$ cat src/rtl/ledrule_pkg.sv
// Package: shared constants and register layout of the indicator controller.
// Assumes 8-bit register addresses and 16-bit register data.
package ledrule_pkg;
    localparam int ADDR_W = 8;
    localparam int DATA_W = 16;

    localparam logic [ADDR_W-1:0] ADDR_CTRL   = 8'h21;
    localparam logic [ADDR_W-1:0] ADDR_ON_T   = 8'h22;
    localparam logic [ADDR_W-1:0] ADDR_PERIOD = 8'h23;
    localparam int                ADDR_RULE0  = 'h24;

    localparam logic [DATA_W-1:0] CTRL_MASK = 16'h800F;
    localparam logic [DATA_W-1:0] STDY_MASK = 16'hC17F;
    localparam logic [DATA_W-1:0] BLNK_MASK = 16'h0FFF;

    localparam logic [DATA_W-1:0] ON_T_RST   = 16'd1024;
    localparam logic [DATA_W-1:0] PERIOD_RST = 16'd2048;

    // control bits
    localparam int C_CLKEN = 3;
    localparam int C_EXT   = 15;

    // steady rule bits
    localparam int S_G1000 = 0;
    localparam int S_M100  = 1;
    localparam int S_M10   = 2;
    localparam int S_DOWN  = 3;
    localparam int S_FDX   = 4;
    localparam int S_HDX   = 5;
    localparam int S_FORCE = 6;
    localparam int S_G2500 = 8;
    localparam int S_POL   = 14;
    localparam int S_EN    = 15;

    // blink rule bits
    localparam int B_COL   = 6;
    localparam int B_CRC   = 7;
    localparam int B_IDLE  = 8;
    localparam int B_FORCE = 9;

    typedef enum logic [1:0] {
        SPD_10   = 2'd0,
        SPD_100  = 2'd1,
        SPD_1000 = 2'd2,
        SPD_2500 = 2'd3
    } speed_e;
endpackage

$ cat src/rtl/ledrule_regs.sv
// Module: register file of the controller. Holds the control, duration and
// per-indicator rule registers, masks unused bits on write and serves reads.
// Assumes one write per cycle; reads are combinational from the address.
module ledrule_regs
    import ledrule_pkg::*;
#(
    parameter int NUM_LED = 3
) (
    input  logic                            clk,
    input  logic                            rst_n,
    input  logic                            we,
    input  logic [ADDR_W-1:0]               addr,
    input  logic [DATA_W-1:0]               wdata,
    output logic [DATA_W-1:0]               rdata,
    output logic [DATA_W-1:0]               ctrl_q,
    output logic [DATA_W-1:0]               on_t_q,
    output logic [DATA_W-1:0]               period_q,
    output logic [NUM_LED-1:0][DATA_W-1:0]  stdy_q,
    output logic [NUM_LED-1:0][DATA_W-1:0]  blnk_q
);

    // Shared registers: control and the two durations.
    always_ff @(posedge clk) begin
        if (!rst_n) begin
            ctrl_q   <= '0;
            on_t_q   <= ON_T_RST;
            period_q <= PERIOD_RST;
        end else if (we) begin
            if (addr == ADDR_CTRL)   ctrl_q   <= wdata & CTRL_MASK;
            if (addr == ADDR_ON_T)   on_t_q   <= wdata;
            if (addr == ADDR_PERIOD) period_q <= wdata;
        end
    end

    // Per-indicator rule registers, one pair per generate slice.
    for (genvar g = 0; g < NUM_LED; g++) begin : g_rule
        localparam logic [ADDR_W-1:0] A_STDY = ADDR_W'(ADDR_RULE0 + 2*g);
        localparam logic [ADDR_W-1:0] A_BLNK = ADDR_W'(ADDR_RULE0 + 2*g + 1);

        // Capture of the steady and blink rule of this indicator.
        always_ff @(posedge clk) begin
            if (!rst_n) begin
                stdy_q[g] <= '0;
                blnk_q[g] <= '0;
            end else if (we) begin
                if (addr == A_STDY) stdy_q[g] <= wdata & STDY_MASK;
                if (addr == A_BLNK) blnk_q[g] <= wdata & BLNK_MASK;
            end
        end
    end

    // Read mux: stored value of the addressed register, zero elsewhere.
    always_comb begin
        rdata = '0;
        if (addr == ADDR_CTRL)   rdata = ctrl_q;
        if (addr == ADDR_ON_T)   rdata = on_t_q;
        if (addr == ADDR_PERIOD) rdata = period_q;
        for (int i = 0; i < NUM_LED; i++) begin
            if (addr == ADDR_W'(ADDR_RULE0 + 2*i))     rdata = stdy_q[i];
            if (addr == ADDR_W'(ADDR_RULE0 + 2*i + 1)) rdata = blnk_q[i];
        end
    end

    p_ontime_wr_r1: assert property (@(posedge clk) disable iff (!rst_n)
        (we && addr == ADDR_ON_T) |=> (on_t_q == $past(wdata)));

    p_ctrl_unused_r1: assert property (@(posedge clk) disable iff (!rst_n)
        (we && addr == ADDR_CTRL) |=> ((rdata & ~CTRL_MASK) == '0 || addr != ADDR_CTRL));

endmodule

$ cat src/rtl/ledrule_tick.sv
// Module: prescaler producing the tick that paces blink phases.
// Assumes PRESCALE >= 1; held at its start while the clock enable is low.
module ledrule_tick #(
    parameter int PRESCALE = 16
) (
    input  logic clk,
    input  logic rst_n,
    input  logic run,
    output logic tick
);
    localparam int PW = (PRESCALE > 1) ? $clog2(PRESCALE) : 1;
    localparam logic [PW-1:0] LAST = PW'(PRESCALE - 1);

    logic [PW-1:0] cnt_q;

    // Cycle counter, wraps at PRESCALE-1.
    always_ff @(posedge clk) begin
        if (!rst_n || !run)   cnt_q <= '0;
        else if (cnt_q == LAST) cnt_q <= '0;
        else                  cnt_q <= cnt_q + 1'b1;
    end

    assign tick = run && (cnt_q == LAST);

    if (PRESCALE > 1) begin : g_gap_chk
        p_tick_gap_r11: assert property (@(posedge clk) disable iff (!rst_n)
            tick |=> !tick);
    end
endmodule

$ cat src/rtl/ledrule_lane.sv
// Module: one indicator. Evaluates the steady rule against link state,
// runs the blink window and phase counters, applies gate, enable, polarity.
// Assumes event inputs are single-cycle pulses sampled on the clock.
module ledrule_lane
    import ledrule_pkg::*;
(
    input  logic              clk,
    input  logic              rst_n,
    input  logic              tick,
    input  logic              gate,
    input  logic [DATA_W-1:0] stdy,
    input  logic [DATA_W-1:0] blnk,
    input  logic [DATA_W-1:0] on_t,
    input  logic [DATA_W-1:0] period,
    input  logic              link_up,
    input  logic [1:0]        link_speed,
    input  logic              full_duplex,
    input  logic [3:0]        tx_evt,
    input  logic [3:0]        rx_evt,
    input  logic              col_evt,
    input  logic              crc_err_evt,
    input  logic              idle_err_evt,
    output logic              pin
);
    logic [3:0]        tx_sel, rx_sel;
    logic              spd_hit, steady, hit, blink_lvl, level, lit;
    logic              win_q;
    logic [DATA_W-1:0] wcnt_q, ph_q, ph_nxt;
    logic              wcnt_done;

    // Event selection, indexed by speed code.
    assign tx_sel = {blnk[10], blnk[0], blnk[2], blnk[4]};
    assign rx_sel = {blnk[11], blnk[1], blnk[3], blnk[5]};

    // Steady condition from link state.
    always_comb begin
        unique case (speed_e'(link_speed))
            SPD_10:   spd_hit = stdy[S_M10];
            SPD_100:  spd_hit = stdy[S_M100];
            SPD_1000: spd_hit = stdy[S_G1000];
            default:  spd_hit = stdy[S_G2500];
        endcase
        steady = stdy[S_FORCE]
               | (link_up & (spd_hit | (stdy[S_FDX] & full_duplex)
                                     | (stdy[S_HDX] & ~full_duplex)))
               | (stdy[S_DOWN] & ~link_up);
    end

    assign hit = (|(tx_evt & tx_sel)) | (|(rx_evt & rx_sel))
               | (col_evt & blnk[B_COL]) | (crc_err_evt & blnk[B_CRC])
               | (idle_err_evt & blnk[B_IDLE]) | blnk[B_FORCE];

    assign ph_nxt    = ({1'b0, ph_q} + 17'd1 >= {1'b0, period}) ? '0 : ph_q + 1'b1;
    assign wcnt_done = ({1'b0, wcnt_q} + 17'd1 >= {1'b0, period});

    // Blink window: opened or restarted by a hit, closed after a quiet period.
    always_ff @(posedge clk) begin
        if (!rst_n) begin
            win_q  <= 1'b0;
            wcnt_q <= '0;
        end else if (hit) begin
            win_q  <= 1'b1;
            wcnt_q <= '0;
        end else if (win_q && tick) begin
            wcnt_q <= wcnt_q + 1'b1;
            if (wcnt_done) win_q <= 1'b0;
        end
    end

    // Blink phase: restarts when a window opens, steps on ticks inside it.
    always_ff @(posedge clk) begin
        if (!rst_n)                ph_q <= '0;
        else if (hit && !win_q)    ph_q <= '0;
        else if (win_q && tick)    ph_q <= ph_nxt;
    end

    assign blink_lvl = (ph_q < on_t);
    assign level     = win_q ? blink_lvl : steady;
    assign lit       = stdy[S_EN] & gate & level;
    assign pin       = stdy[S_POL] ? lit : ~lit;

    p_win_open_r6: assert property (@(posedge clk) disable iff (!rst_n)
        hit |=> win_q);

    p_dark_phase_r7: assert property (@(posedge clk) disable iff (!rst_n)
        (win_q && ph_q >= on_t) |-> (pin == ~stdy[S_POL]));

    p_force_hold_r9: assert property (@(posedge clk) disable iff (!rst_n)
        (blnk[B_FORCE] && $stable(blnk)) |=> win_q);
endmodule

$ cat src/rtl/ledrule_ctrl.sv
// Module: top of the indicator controller. Ties the register file, the
// tick prescaler and one lane per indicator together.
// Assumes a single clock domain for register access and status inputs.
module ledrule_ctrl
    import ledrule_pkg::*;
#(
    parameter int NUM_LED  = 3,
    parameter int PRESCALE = 16
) (
    input  logic               clk,
    input  logic               rst_n,
    input  logic               reg_we,
    input  logic [7:0]         reg_addr,
    input  logic [15:0]        reg_wdata,
    output logic [15:0]        reg_rdata,
    input  logic               link_up,
    input  logic [1:0]         link_speed,
    input  logic               full_duplex,
    input  logic [3:0]         tx_evt,
    input  logic [3:0]         rx_evt,
    input  logic               col_evt,
    input  logic               crc_err_evt,
    input  logic               idle_err_evt,
    output logic [NUM_LED-1:0] led_pin
);
    logic [DATA_W-1:0]              ctrl_q, on_t_q, period_q;
    logic [NUM_LED-1:0][DATA_W-1:0] stdy_q, blnk_q;
    logic                           tick, gate;
    logic [NUM_LED-1:0]             idle_lvl;

    ledrule_regs #(.NUM_LED(NUM_LED)) u_regs (
        .clk(clk), .rst_n(rst_n), .we(reg_we), .addr(reg_addr),
        .wdata(reg_wdata), .rdata(reg_rdata), .ctrl_q(ctrl_q),
        .on_t_q(on_t_q), .period_q(period_q), .stdy_q(stdy_q), .blnk_q(blnk_q)
    );

    ledrule_tick #(.PRESCALE(PRESCALE)) u_tick (
        .clk(clk), .rst_n(rst_n), .run(ctrl_q[C_CLKEN]), .tick(tick)
    );

    assign gate = ctrl_q[C_EXT] & ctrl_q[C_CLKEN];

    for (genvar g = 0; g < NUM_LED; g++) begin : g_lane
        ledrule_lane u_lane (
            .clk(clk), .rst_n(rst_n), .tick(tick), .gate(gate),
            .stdy(stdy_q[g]), .blnk(blnk_q[g]), .on_t(on_t_q), .period(period_q),
            .link_up(link_up), .link_speed(link_speed), .full_duplex(full_duplex),
            .tx_evt(tx_evt), .rx_evt(rx_evt), .col_evt(col_evt),
            .crc_err_evt(crc_err_evt), .idle_err_evt(idle_err_evt),
            .pin(led_pin[g])
        );
        assign idle_lvl[g] = ~stdy_q[g][S_POL];
    end

    p_gate_off_r3: assert property (@(posedge clk) disable iff (!rst_n)
        !(ctrl_q[C_EXT] && ctrl_q[C_CLKEN]) |-> (led_pin == idle_lvl));
endmodule

$ cat config.mk
export PLATFORM = sky130hd
export DESIGN_NAME = ledrule_ctrl
export DESIGN_NICKNAME = d
export VERILOG_FILES = /design/src/rtl/ledrule_pkg.sv /design/src/rtl/ledrule_regs.sv /design/src/rtl/ledrule_tick.sv /design/src/rtl/ledrule_lane.sv /design/src/rtl/ledrule_ctrl.sv
export SDC_FILE = /design/constraint.sdc
export NUM_CORES = 1
export LEC_CHECK = 0
export BUFFER_PORTS_ARGS = -buffer_cell sky130_fd_sc_hd__buf_2
export CELL_PAD_IN_SITES_DETAIL_PLACEMENT = 0
export CELL_PAD_IN_SITES_GLOBAL_PLACEMENT = 1
export CORE_MARGIN = 5
export CORE_UTILIZATION = 30
export DETAILED_ROUTE_END_ITERATION = 12
export MAX_ROUTING_LAYER = met4
export PLACE_DENSITY = 0.67
export SYNTH_ARGS = -nofsm -noshare
export SYNTH_HDL_FRONTEND = slang
export SYNTH_SLANG_ARGS = --single-unit
export TNS_END_PERCENT = 1
$ cat constraint.sdc
create_clock -name clk -period 3.18 [get_ports clk]
set_clock_uncertainty 0.2 [all_clocks]
set_input_delay 0.159 -clock clk [delete_from_list [all_inputs] [get_ports clk]]
set_output_delay 0.159 -clock clk [all_outputs]
set_load 0.01 [all_outputs]
Word level (Yosys, flattened, before mapping). Cells that the tools add are included.

Logic and storage cells: 195. Input port bits: 42. Flip-flop bits (word level): 206.

Order comparisons: 9. $add $sub $neg: 13. Bitwise gates (word level): 67. Equality and inequality tests: 12. Reductions and logical operators: 45. Muxes and demuxes: 30.

Operator list (count): 2-to-1 mux 16 bit (12); adder 16 x 1 -> 17 bit, second input constant (6); >= comparator 17 x 16 -> 1 bit (6); adder 16 x 1 -> 16 bit, second input constant (6); == test 8 x 6 -> 1 bit, second input constant (9); less-than comparator 16 bit (3); bitwise AND 1 bit (28); bitwise OR 1 bit (27); bitwise AND 4 bit (6); AND reduction 2 bit (12); OR reduction 4 bit (6); 2-to-1 mux 1 bit (15); OR reduction 2 bit (7); nonzero test 2 bit (6); one-hot mux 1 bit (3 select lines) (3); logical AND 1 bit (7); NOT 1 bit (6); zero test 1 bit (5); adder 4 x 1 -> 4 bit, second input constant (1); == test 4 bit, second input constant (1); == test 2 x 1 -> 1 bit, second input constant (1); == test 2 bit, second input constant (1); zero test 2 bit (1); logical OR 1 bit (1).

Longest topological paths before layout.
Depth after elaboration: 11. Mapped depth: 15. Mapped depth without buffers: 14.

Cells and area by module. From an unflattened synthesis, not the netlist that was laid out.

Cells, all modules: 1812. Area total of the unflattened synthesis: 14644.0 µm².

By module, submodules not included: ledrule_lane (g_lane[0].u_lane ...) (times used 2, area an instance 3088.0 µm², sequential area each 660.6 µm², cells an instance 396); ledrule_regs (times used 1, area an instance 5237.5 µm², sequential area each 2062.0 µm², cells an instance 628); ledrule_lane (g_lane[2].u_lane) (times used 1, area an instance 3067.9 µm², sequential area each 660.6 µm², cells an instance 374); ledrule_tick (times used 1, area an instance 156.4 µm², sequential area each 80.1 µm², cells an instance 17); ledrule_ctrl (times used 1, area an instance 6.3 µm², sequential area each 0.0 µm², cells an instance 1).

Worst setup path before layout. Ideal clock, no wire load.

Path kind: register to register. Start: reg g_lane[0].u_lane.ph_q[0]. End: reg g_lane[0].u_lane.ph_q[8]. Data arrival time: 2.937 ns. Stages on the path, launching flop included: 15. Slack: -0.049 ns. Data required time: 2.888 ns. Path buffers: 1. Clock period less this slack: 3.229 ns. Cell sequence: dfxtp_1 ha_1 nand2_1 nor2_1 nand3_1 nor2b_1 xnor2_1 inv_1 ha_1 a21o_1 a2111oi_0 o211ai_1 a311o_1 clkbuf_1 o32ai_1.

Word-level cells in the longest chain between the ends: 3. Elaborated cells on any way between the ends: 4. Classes of those cells: 2 x add/sub; 1 x order compare; 1 x mux.

RTL lines: from (decl) (line ledrule_lane.sv:28) `logic [DATA_W-1:0] wcnt_q, ph_q, ph_nxt;`; from (signal assigned) (line ledrule_lane.sv:74) `else if (win_q && tick) ph_q <= ph_nxt;`; adder 16 x 1 -> 17 bit (line ledrule_lane.sv:53) `assign ph_nxt = ({1'b0, ph_q} + 17'd1 >= {1'b0, period}) ? '0 : ph_q + 1'b1;`; >= comparator 17 x 16 -> 1 bit (line ledrule_lane.sv:53); 2-to-1 mux 16 bit * (line ledrule_lane.sv:53).

Mark *: on every way between the ends. The rest lies on a longest branch, timed or not. A chain may end at the register's enable or synchronous reset.

Worst setup path in the final report.
Start: reg u_regs.on_t_q[11]. End: out led_pin[2].

Word-level cells in the longest chain between the ends: 5.

RTL lines: from (decl) (line ledrule_regs.sv:16) `output logic [DATA_W-1:0] on_t_q,`; from (signal assigned) (line ledrule_regs.sv:30) `if (addr == ADDR_ON_T) on_t_q <= wdata;`; less-than comparator 16 bit * (line ledrule_lane.sv:77) `assign blink_lvl = (ph_q < on_t);`; 2-to-1 mux 1 bit * (line ledrule_lane.sv:78) `assign level = win_q ? blink_lvl : steady;`; bitwise AND 1 bit * (line ledrule_lane.sv:79) `assign lit = stdy[S_EN] & gate & level;`; NOT 1 bit (line ledrule_lane.sv:80) `assign pin = stdy[S_POL] ? lit : ~lit;`; 2-to-1 mux 1 bit * (line ledrule_lane.sv:80); to (decl) (line ledrule_ctrl.sv:24) `output logic [NUM_LED-1:0] led_pin`.

Marks and branches as above.

==> impl_results.md <==
* Die area at 0.04982 sq mm
* Setup slack at placement at -0.3354 ns
* Slew margin rel. at 0.1946
* Post-synth ARST share at 0
* Pin slew with the least headroom to its limit at 1.200 ns
* First DRT Iteration DRCs at 964
* Via density at 5.338
* Syn nets at 1,920
* Wirelength per Cell at about 20 um
* GPL Wtd Cong at 0.8792
* Drt pass-1 iters at 6
* Gr ovfl total at 0
* Peak VDD IR at just over 0.0004 V
* Max_cap viols at 0
* Static leakage at 6.719 nW
* Fmax at roughly 0.32 GHz
* Core area at 0.04519 sq mm
* HP Start: rx_evt[3]
* Cell count of the worst reg-to-reg path at 12
* Final nets at a little over 2,000
* Cell count after placement at roughly 2,400
* FF-to-FF End: g_lane[0].u_lane.ph_q[13]
* Top cell type's share of synthesized area at 0.3024
* I/O pin count at 61
* Residual DRC count at 0
* Fillers at 4,740
* Count of pins over their slew limit at 0
* Initial core utilization at 0.3018
* Hold endpoint: g_lane[1].u_lane.win_q
* I/O Buffers at 60
* Hold Crit Class: in2reg
* Die width at 223.2 um
* Clk sinks at a little over 200
* Initial antenna violation count at 0
* Top cell type by total area after synthesis: dfxtp_1
* Final hold vios at 0
* Unrepaired setup endpoints after global routing: yes
* Global-route wire length before repair at 74,700 um
* CTS tree: yes
* Power Dens Cells at 353.4 mW/mm^2
* Final setup viols at 0
* Min Tclk post-route at 3.157 ns
* Clk Latency, worst-skew pair at 0.58 ns
* Worst hold stages at 6
* Distinct cells, synth at 67
* Area growth from synthesis to layout at 20.91%
* Ys flop type: dfxtp_1
* Ant. Diodes at 0
* Total Routing Usage GR at 0.1919
* DR vias at ~13,000
* Flop-to-flop setup slack at 0.05 ns
* Reg2reg start: g_lane[0].u_lane.ph_q[3]
* Worst-path maximum fanout at 3
* Share of layout cells above drive strength 1 at 0.1632
* Largest net degree at the start of global routing at 103
* Critical Path End Type: primary output
* Critical Path RT at 2.82 ns
* Antenna viol nets, final at 0
* Detail Placement HPWL at around 35,000 um
* Netlist Area Pre-Place at 0.01364 sq mm
* Yosys warnings at 0
* CP Class: reg2out
* Status: finished clean
* Max H-tree Level at 1
* Fin util at 0.3649
* Routed wire length at 48,480 um
* Die height at approximately 220 um
* Synthesized flop and latch total at 206
* Fin worst setup slack at roughly 0.023 ns
* Largest cells by area after synthesis: dfxtp_1 (30%), ha_1 (14%), nand2_1 (7.9%)
* Area of the multi-input gates at between 0.009 and 0.01 sq mm
* Final period util at 0.9927
* Maximum clock path buffer count at 3
* CTS clk-pin slew, worst paths at 0.06 ns
* EDFF count, synth at 0
* CTS buffer count at 26
* CTS Root Cell: clkbuf_16
* Register area at a little over 0.004 sq mm
* Core Rows at 78
* Worst path arrival time at approximately 2.8 ns
* Startpoint types: flop
* Seq/Total Area, Yosys at 0.3024
* Syn Inst Count at 1,730
* Vias in the first global route at about 13,000
* Non-Filler Instances at 2,469
* Mapped Avg Cell Area at 7.883 sq um
* Pwr Total at between 0.005 and 0.006 W
[state kept, by name, summed over array words and instances (netlist names)]
register	flops
u_regs.period_q	16
u_regs.ctrl_q	5
u_regs.blnk_q	36
g_lane.u_lane.ph_q	48
u_tick.cnt_q	4
u_regs.on_t_q	16
g_lane.u_lane.win_q	3
u_regs.stdy_q	30
g_lane.u_lane.wcnt_q	48
[area by class of cell]
type / count / area share
multi-input combinational: 1380 / 0.5640
sequential: 206 / 0.2513
timing repair buffer: 176 / 0.07361
tap: 600 / 0.04553
clock buffer: 34 / 0.04432
inverter: 62 / 0.01419
clock inverter: 11 / 0.006981
[worst max-delay path, cell delays in order, from the launching register on]
cell and delay, ns:
dfxtp_1 0.36, inv_1 0.16, ha_1 0.36, a21oi_1 0.14, o21ai_0 0.10, a22oi_1 0.25, o31ai_2 0.12, a211oi_1 0.23
xnor2_1 0.28, buf_2 0.23
[repair_timing]
| action | 4_1_cts | 5_1_grt |
|---|---|---|
| hold buffers | 17 | 0 |
| hold endpoints to repair | 108 | 0 |
| gates cloned | 1 | 0 |
| endpoints found under the setup margin | 20 | 53 |
| gates resized for setup | 33 | 78 |
| setup buffers | 3 | 6 |
| pin swaps | 8 | 39 |
[through the flow]
step / hold slack [ns] / area [sq um] / TNS [ns]
after floorplan: 0.09497 / 13640 / 0
after CTS: 0.03908 / 16140 / -0.02446
after global placement: 0.2277 / 15000 / -2.547
after global routing: 0.08777 / 16490 / -0.6807
final: 0.04750 / 16490 / 0
after detailed placement: 0.2444 / 15000 / -4.533
[synth_stat cells (4+ instances only)]
cell	count
ha_1	148
a21o_1	18
xnor2_1	62
or3_1	6
a32oi_1	13
mux2i_1	21
and3_1	26
nor2b_1	23
or2_2	5
and2_1	13
dfxtp_1	206
nand2b_1	6
nand3_1	84
o21a_1	7
a21oi_1	172
and4_1	14
nor4_1	7
xor2_1	62
a2111oi_0	6
nand2_1	286
o211a_1	4
nor2_1	139
a22oi_1	25
inv_1	62
o211ai_1	9
nand4_1	40
mux2_2	6
a22o_1	24
a221oi_1	7
a211oi_1	15
o31ai_1	5
clkbuf_1	56
nor3_1	25
a221o_1	6
a31oi_1	4
o21ai_0	55
buf_2	18
[cell usage in the layout, fill, tap and decap left out, types with 7 or more instances in the layout]
master,instances
nor2_1,133
a32oi_1,13
o21ai_0,42
dlygate4sd3_1,17
and4_1,9
a21o_1,18
inv_1,59
nand3_1,80
nand2_1,284
ha_1,141
a211oi_1,10
mux2i_1,21
dfxtp_1,192
clkbuf_16,26
o21ai_1,12
buf_2,60
buf_4,99
a21oi_1,167
nor3_1,21
and3_1,20
nand4_1,40
nor2b_1,22
o21a_1,7
and2_1,11
dfxtp_2,13
o211ai_1,9
xor2_1,60
xnor2_1,59
a22o_1,24
a22oi_1,25
[routing by layer]
layer,part of all wire,GRT usage,vias up
met5,0,-,-
met4,0.033,0.05672,0
met3,0.050,0.02132,81
met2,0.46,0.3103,349
met1,0.46,0.2543,6351
li1,-,-,6399
[report_power, final]
group	total, W	internal, W	switching [W]
logic	0.000279	0.0000810	0.000198
clock network	0.00294	0.00170	0.00124
registers	0.00261	0.00259	0.0000184
total	0.00583	0.00437	0.00146
[logic make-up (layout without fill, tap and decap cells)]
| kind of cell | Yosys count | count (layout) | share of synthesized area |
|---|---|---|---|
| multiplexers | 30 | 30 | 0.02532 |
| AND/OR/NAND/NOR | 687 | 687 | 0.2321 |
| AO/OA/AOI/OAI | 390 | 391 | 0.1806 |
| XOR/XNOR | 124 | 124 | 0.07964 |
| buffers and inverters | 145 | 283 | 0.04413 |
| flip-flops | 206 | 206 | 0.3024 |
| adder cells (fa/ha/maj) | 148 | 148 | 0.1358 |
[worst max-delay path by stage]
stage	from	endpoint	slack, ns	cells after the start
after global routing	g_lane[0].u_lane.ph_q[1]	g_lane[0].u_lane.ph_q[8]	-0.07	16
after detailed placement	g_lane[0].u_lane.ph_q[0]	g_lane[0].u_lane.ph_q[3]	-0.34	13
after global placement	g_lane[0].u_lane.ph_q[0]	g_lane[0].u_lane.ph_q[12]	-0.17	13
final	u_regs.on_t_q[11]	led_pin[2]	0.02	9
after CTS	g_lane[0].u_lane.ph_q[0]	g_lane[0].u_lane.ph_q[13]	-0.02	13
after floorplan	g_lane[0].u_lane.ph_q[0]	g_lane[0].u_lane.ph_q[8]	0.01	14
Power figures use the tool's default switching activity.
